--- src/rtl/rxnak_pkg.sv ---
package rxnak_pkg;
  typedef enum logic [1:0] {
    XT_CTRL = 2'd0,
    XT_ISOC = 2'd1,
    XT_BULK = 2'd2,
    XT_INTR = 2'd3
  } xfer_e;

  typedef enum logic {
    RSP_NAK = 1'b0,
    RSP_BUF = 1'b1
  } rsp_e;
endpackage

--- src/rtl/rxnak_trn_counter.sv ---
module rxnak_trn_counter #(
  parameter int CNT_W = 8
) (
  input  logic             clk,
  input  logic             rst_n,
  input  logic             load,
  input  logic [CNT_W-1:0] load_val,
  input  logic             pkt_ok,
  output logic [CNT_W-1:0] cnt_q,
  output logic             cnt_last
);
  localparam logic [CNT_W-1:0] ONE = CNT_W'(1);

  logic             nz;
  logic             cnt_en;
  logic [CNT_W-1:0] cnt_d;

  always_comb begin
    nz       = (cnt_q != '0);
    cnt_en   = load | (pkt_ok & nz);
    cnt_d    = load ? load_val : (cnt_q - ONE);
    // a load in the same cycle hides the packet from the count
    cnt_last = pkt_ok & ~load & (cnt_q == ONE);
  end

  always_ff @(posedge clk or negedge rst_n) begin
    if (!rst_n) begin
      cnt_q <= '0;
    end else if (cnt_en) begin
      cnt_q <= cnt_d;
    end
  end
endmodule

--- src/rtl/rxnak_final_detect.sv ---
module rxnak_final_detect #(
  parameter int PKT_W = 11
) (
  input  logic             pkt_ok,
  input  logic [PKT_W-1:0] pkt_len,
  input  logic [PKT_W-1:0] max_pkt,
  input  logic             cnt_last,
  output logic             is_final
);
  logic short_pkt;

  always_comb begin
    short_pkt = (pkt_len < max_pkt);
    is_final  = pkt_ok & (short_pkt | cnt_last);
  end
endmodule

--- src/rtl/rxnak_resp_reg.sv ---
module rxnak_resp_reg
  import rxnak_pkg::*;
(
  input  logic       clk,
  input  logic       rst_n,
  input  logic       auto_en,
  input  logic [1:0] xfer_type,
  input  logic       is_final,
  input  logic       sw_wr,
  input  logic       sw_resp,
  output logic       resp_q,
  output logic       pulse_q
);
  logic is_bulk;
  logic trig;
  logic resp_d;

  always_comb begin
    is_bulk = (xfer_type == XT_BULK);
    trig    = auto_en & is_bulk & is_final & (resp_q == RSP_BUF) & ~sw_wr;
    if (sw_wr) begin
      resp_d = sw_resp;
    end else if (trig) begin
      resp_d = RSP_NAK;
    end else begin
      resp_d = resp_q;
    end
  end

  always_ff @(posedge clk or negedge rst_n) begin
    if (!rst_n) begin
      resp_q  <= RSP_NAK;
      pulse_q <= 1'b0;
    end else begin
      resp_q  <= resp_d;
      pulse_q <= trig;
    end
  end
endmodule

--- src/rtl/bulk_rx_nak_ctl.sv ---
module bulk_rx_nak_ctl #(
  parameter int PKT_W = 11,
  parameter int CNT_W = 8
) (
  input  logic             clk,
  input  logic             rst_n,
  input  logic             auto_en,
  input  logic [1:0]       xfer_type,
  input  logic [PKT_W-1:0] max_pkt,
  input  logic             pkt_done,
  input  logic [PKT_W-1:0] pkt_len,
  input  logic             cnt_load,
  input  logic [CNT_W-1:0] cnt_value,
  input  logic             sw_wr,
  input  logic             sw_resp,
  output logic             resp,
  output logic [CNT_W-1:0] trn_left,
  output logic             auto_nak
);
  localparam int SYNC_N = 2;

  logic [SYNC_N-1:0] rst_sync;
  logic              rst_q;
  logic              cnt_last;
  logic              is_final;

  always_ff @(posedge clk or negedge rst_n) begin
    if (!rst_n) begin
      rst_sync <= '0;
    end else begin
      rst_sync <= {rst_sync[SYNC_N-2:0], 1'b1};
    end
  end
  assign rst_q = rst_sync[SYNC_N-1];

  rxnak_trn_counter #(.CNT_W(CNT_W)) u_cnt (
    .clk      (clk),
    .rst_n    (rst_q),
    .load     (cnt_load),
    .load_val (cnt_value),
    .pkt_ok   (pkt_done),
    .cnt_q    (trn_left),
    .cnt_last (cnt_last)
  );

  rxnak_final_detect #(.PKT_W(PKT_W)) u_det (
    .pkt_ok   (pkt_done),
    .pkt_len  (pkt_len),
    .max_pkt  (max_pkt),
    .cnt_last (cnt_last),
    .is_final (is_final)
  );

  rxnak_resp_reg u_rsp (
    .clk       (clk),
    .rst_n     (rst_q),
    .auto_en   (auto_en),
    .xfer_type (xfer_type),
    .is_final  (is_final),
    .sw_wr     (sw_wr),
    .sw_resp   (sw_resp),
    .resp_q    (resp),
    .pulse_q   (auto_nak)
  );
endmodule

--- config.mk ---
export PLATFORM = sky130hd
export DESIGN_NAME = bulk_rx_nak_ctl
export DESIGN_NICKNAME = d
export VERILOG_FILES = /design/src/rtl/rxnak_pkg.sv /design/src/rtl/rxnak_trn_counter.sv /design/src/rtl/rxnak_final_detect.sv /design/src/rtl/rxnak_resp_reg.sv /design/src/rtl/bulk_rx_nak_ctl.sv
export SDC_FILE = /design/constraint.sdc
export NUM_CORES = 1
export LEC_CHECK = 0
export BUFFER_PORTS_ARGS = -buffer_cell sky130_fd_sc_hd__clkbuf_2
export CAP_MARGIN = 0
export CORE_MARGIN = 1.5
export CORE_UTILIZATION = 47
export CTS_CLUSTER_DIAMETER = 100
export DETAILED_ROUTE_END_ITERATION = 7
export PLACE_DENSITY = 0.84
export SLEW_MARGIN = 0
export SYNTH_ARGS = -nofsm -noshare
export SYNTH_HDL_FRONTEND = slang
export SYNTH_SLANG_ARGS = --single-unit
export TNS_END_PERCENT = 100
--- constraint.sdc ---
create_clock -name clk -period 0.8 [get_ports clk]
set_input_delay 0.16 -clock clk [delete_from_list [all_inputs] [get_ports clk]]
set_output_delay 0.16 -clock clk [all_outputs]
set_load 0.005 [all_outputs]
; Word level (Yosys, flattened, before mapping)
; Cells that the tools add are included.
[totals]
register_bits = 12
n_memories = 0
mem_bits_ro = 0
out_inout_bits = 10
latchBits = 0
inputBits = 39
mem_bits_rw = 0
wordCells = 25
[classes]
n_addsub = 1
n_mul = 0
n_mux = 3
n_lt_le_gt_ge = 1
bitwise = 12
n_eq_ne = 2
n_shift = 0
n_div = 0
n_reduce_logical = 2
[op_table]
columns = operator, count
row1 = < comparator 11 bit, 1
row2 = bitwise AND 1 bit, 8
row3 = equality test 8 x 1 -> 1 bit (second input constant), 1
row4 = two-way mux 8 bit, 1
row5 = nonzero test 8 bit, 1
row6 = subtractor 8 x 1 -> 8 bit (second input constant), 1
row7 = equality test 2 bit (second input constant), 1
row8 = two-way mux 1 bit, 2
row9 = NOT 1 bit, 2
row10 = OR 1 bit, 2
row11 = nonzero test 2 bit, 1

; Longest topological paths before layout
[depth]
ltp_word = 10
ltp_mapped = 7
mapped_depth_nobuf = 7

; By module
; From an unflattened synthesis, not the netlist that was laid out.
[unflattened]
hier_cells = 109
hier_area_um2 = 973.4
[by_module_without_submodules]
columns = mod, n_inst, cells_each, area_per_inst_um2, seq_area_each_um2
row1 = rxnak_trn_counter, 1, 64, 566.8, 200.2
row2 = rxnak_final_detect, 1, 36, 257.7, 0.0
row3 = rxnak_resp_reg, 1, 6, 95.1, 50.0
row4 = bulk_rx_nak_ctl, 1, 3, 53.8, 50.0

; Least setup slack after synthesis
; OpenSTA, ideal clock, no wires.
[synth_timing]
kind = register -> register
start = register u_cnt.cnt_q[0]
end = register u_cnt.cnt_q[5]
stages_incl_launch_ff = 8
arrival_time_ps = 2044
path_buffers = 0
path_slack_ps = -1368
synth_period_minus_slack_ps = 2168
setup_time_ps = 125
required_time_ps = 675
cell_sequence = dfrtp_1 -> inv_1 -> ha_1 -> or4b_2 -> o21ai_1 -> nor4_1 -> xor2_1 -> mux2_2
[synth_via]
elab_chain_cells = 3
elab_cells_between_ends = 5
cone_classes = add/sub (1) / mux (1) / bitwise (2) / reduce/logical (1)
[synth_lines]
columns = item, line
row1 = from (decl), rxnak_trn_counter.sv:9  ; output logic [CNT_W-1:0] cnt_q,
row2 = from (signal assigned), rxnak_trn_counter.sv:30  ; cnt_q <= cnt_d;
row3 = "parallel branches: the longest is 3 deep, another holds subtractor 8 x 1 -> 8 bit", --
; Several ways; the timed one is not identified.
; A chain may end at the register's enable or synchronous reset.

; Worst setup path after layout
[layout_timing]
start = register u_cnt.cnt_q[4]
end = register u_rsp.resp_q
[layout_via]
elab_chain_cells = 8
[layout_lines]
columns = item, line
row1 = equality test 8 x 1 -> 1 bit, rxnak_trn_counter.sv:23  ; cnt_last = pkt_ok & ~load & (cnt_q == ONE);
row2 = bitwise AND 1 bit, rxnak_trn_counter.sv:23
row3 = OR 1 bit, rxnak_final_detect.sv:14  ; is_final = pkt_ok & (short_pkt | cnt_last);
row4 = bitwise AND 1 bit, rxnak_final_detect.sv:14
row5 = bitwise AND 1 bit (3 in a row), rxnak_resp_reg.sv:20  ; trig = auto_en & is_bulk & is_final & (resp_q == RSP_BUF) & ~sw_wr;
row6 = nonzero test 2 bit (no source line), --
row7 = to (signal assigned), rxnak_resp_reg.sv:35  ; resp_q <= resp_d;
row8 = to (decl), rxnak_resp_reg.sv:11  ; output logic resp_q,
; No other way between the ends.

==> results by group <==
Worst setup path
  • Reg2reg end: u_rsp.resp_q
  • Slowest stage cell, crit path: or4b_1
  • Worst path arrival time: 2.30 ns
  • Startpoint Class: flip-flop
  • WP data required: 0.98 ns
  • CP Class: flip-flop to flip-flop
  • Reg2reg start: u_cnt.cnt_q[4]
  • WP buf/inv: 0
  • Reg2Reg Depth: 5
  • Family with the most delay on the worst path: simple AND/OR/NAND/NOR gates
  • Setup crit end kind: flip-flop
  • Crit-path cells: or3_4, or3_4, or4b_1, o31a_1, a221o_1
  • CP dominant cell by count: or3_4
  • CP Max Fanout: 2
  • Setup slack, reg-to-reg: -1.32 ns
  • CP peak stage delay: 0.46 ns

Global route
  • First-pass GRT wire length: 3.89 mm
  • Largest net degree at the start of global routing: 13
  • Vias in the first global route: 951
  • Overall Global Routing Usage: 26.4%
  • Initial antenna violation count: 0
  • Gr ovfl total: 0

Place
  • RD Place Congestion: 0.858
  • # port buffers: 48
  • Cells after DPL: 183
  • Placed instance area: 1280 um^2
  • Pre-CTS WS: -1.30 ns
  • DP HPWL: 1.93 mm

Layout
  • # nets final: 225
  • Final Instance Count excl. Fillers: 197
  • Layout cells sized above 1: 57.0%
  • Final core occ: 88.6%
  • Fin area: 1550 um^2
  • Most frequent cells in the layout: clkbuf_2 (45), buf_6 (15), buf_4 (14), ha_1 (12)
  • Synth-to-Final Area Change: 76.3%
  • Number of diodes: 0
  • Most common cell after layout, fill and taps aside: clkbuf_2

STA
  • Slew Limit Fails: 0
  • Fmax: 471 MHz
  • Setup slack after layout: -1.32 ns
  • Crit path time final: 2.12 ns
  • Setup_tns: -14.26 ns
  • Fin crit share: 265%
  • Final Hold Fails: 0
  • Worst Skew: 0.00647 ns
  • Endpoints failing setup: 20
  • RSZ-0062 raised after global routing: yes

Floorplan
  • Die Height: 46.2 um
  • Cell row count: 15
  • Die area: 2130 um^2
  • Initial Util: 50.3%
  • Io pins: 49
  • Core box area: 1750 um^2
  • Chip Width: 46.2 um

Synth
  • Syn nets: 146
  • Avg Synthesized Cell Area: 9.33 um^2
  • FF+latch count, synth: 12
  • Count of cell types in the netlist: 32
  • Synth Cell Area: 877 um^2
  • Cells after Synth: 94
  • Seq/Total Area, Yosys: 34.2%
  • Synth warnings: 0

Run status
  • Violated checks: setup timing
  • Status: complete, but fails checks

Drt
  • Post-route DRC: 0
  • Final ANT Viol Nets: 0
  • First-pass iteration count of the detailed router: 4
  • Total Wirelength: 3.04 mm
  • Post-DR wirelength/cell: 15.4 um
  • Initial drt markers: 20
  • Vias per cell: 5.09
  • Via count: 1002

Clock tree
  • CTS buffer count: 3
  • H-tree depth: 1
  • TritonCTS sink count: 12
  • Worst-skew pair later-pin latency: 0.29 ns
  • Clock slew seen by the registers of the worst setup and hold paths: 0.08 ns
  • Root Driver: clkbuf_4
  • CTS tree: built
  • Clock Path Buffers: 2

Min path
  • WHS Endpoint: u_cnt.cnt_q[0]
  • WHS Path Cells: 3
  • HP Start: cnt_value[0]
  • Worst min path class: input pin to flip-flop

Pwr
  • Max VDD drop: 1.29 mV
  • Static Leak: 0.822 nW
  • Pwr/cell area: 1440 nW/um^2

Run
  • Max-cap violations: 0
worst max path at each step:
stage,start,endpoint,cells past startpoint
2_1_floorplan,u_cnt.cnt_q[4],u_rsp.resp_q,5
6_report,u_cnt.cnt_q[4],u_rsp.resp_q,5
3_5_place_dp,u_cnt.cnt_q[4],u_rsp.resp_q,5
3_3_place_gp,u_cnt.cnt_q[4],u_rsp.resp_q,5
4_1_cts,u_cnt.cnt_q[4],u_rsp.resp_q,5
5_1_grt,u_cnt.cnt_q[4],u_rsp.resp_q,5
worst min-delay path, delay by kind of cell:
| family | cells | cell delay, ns |
|---|---|---|
| AND/OR/NAND/NOR | 1 | 0.04 |
| buffers and inverters | 1 | 0.08 |
| AO/OA/AOI/OAI | 1 | 0.06 |
power by group:
group	internal, W	switching [W]
Combinational	0.000570	0.000414
Sequential	0.000673	0.0000663
Clock	0.000278	0.000228
repair_timing:
action / 4_1_cts / 5_1_grt
hold endpoints to repair: 2 / 0
pin swaps: 1 / 4
setup endpoints to repair: 20 / 20
gates resized for setup: 24 / 19
hold buffers: 1 / 0
buffers inserted: 9 / 5
cell usage after synthesis:
cell | count | share of area [%]
a211oi_1 | 1 | 0.86
nor3_1 | 1 | 0.57
nor2_1 | 1 | 0.43
xnor2_1 | 5 | 5.0
nand3_1 | 2 | 1.1
clkbuf_1 | 1 | 0.43
nand4b_1 | 1 | 1.0
conb_1 | 1 | 0.43
and2_1 | 1 | 0.71
or4_1 | 1 | 0.86
nor4_1 | 4 | 2.9
nand4_1 | 2 | 1.4
a21o_1 | 1 | 0.86
dfrtp_1 | 12 | 34
mux2_2 | 3 | 3.9
or3_1 | 1 | 0.71
nand2_1 | 7 | 3.0
nor3b_1 | 1 | 0.86
o21ai_1 | 1 | 0.57
mux2i_1 | 1 | 1.1
xor2_1 | 1 | 1.0
o21ai_0 | 6 | 3.4
nor2b_1 | 1 | 0.71
or4b_1 | 1 | 1.1
a21oi_1 | 6 | 3.4
or4b_2 | 1 | 1.1
a221o_1 | 1 | 1.1
nand2b_1 | 1 | 0.71
ha_1 | 13 | 19
or3_4 | 1 | 1.3
o31a_1 | 1 | 1.0
inv_1 | 13 | 5.6
logic make-up after synthesis:
logic type | count (synthesis) | share of synthesized area [%]
compound gates | 17 | 11.3
xor+xnor | 6 | 5.99
fa+ha+maj | 13 | 18.5
buf+inv | 14 | 5.99
flops | 12 | 34.2
mux | 4 | 4.99
other cells | 1 | 0.428
simple gates | 27 | 18.5
sequential cells by signal, indices dropped and copies added, names as in the netlist:
register,count
u_cnt.cnt_q,8
rst_sync,2
u_rsp.pulse_q,1
u_rsp.resp_q,1
per-stage QoR:
step | hold slack (ns) | total power (W)
after global placement | -0.0547 | 0.00136
after floorplan | -0.136 | 0.00103
after global routing | 0.101 | 0.00233
after detailed placement | -0.0508 | 0.00140
final | 0.0847 | 0.00223
after CTS | 0.0797 | 0.00204
per-layer routing:
metal / GRT usage, % / routed length (um) / vias up
met3: 5.10 / 144 / 12
met5: 0 / 0 / -
met1: 26.7 / 1240 / 455
li1: - / - / 486
met2: 49.4 / 1560 / 49
met4: 14.3 / 89 / 0
cell type report:
type / count / area [um^2]
fillers: 99 / 199
repair buffers: 75 / 509
multi-input cells: 68 / 619
flip-flops and latches: 12 / 302
well taps: 25 / 31.3
clock buffers: 4 / 36.3
inverters: 13 / 48.8
Note: power is estimated with default switching activity, not from simulation.
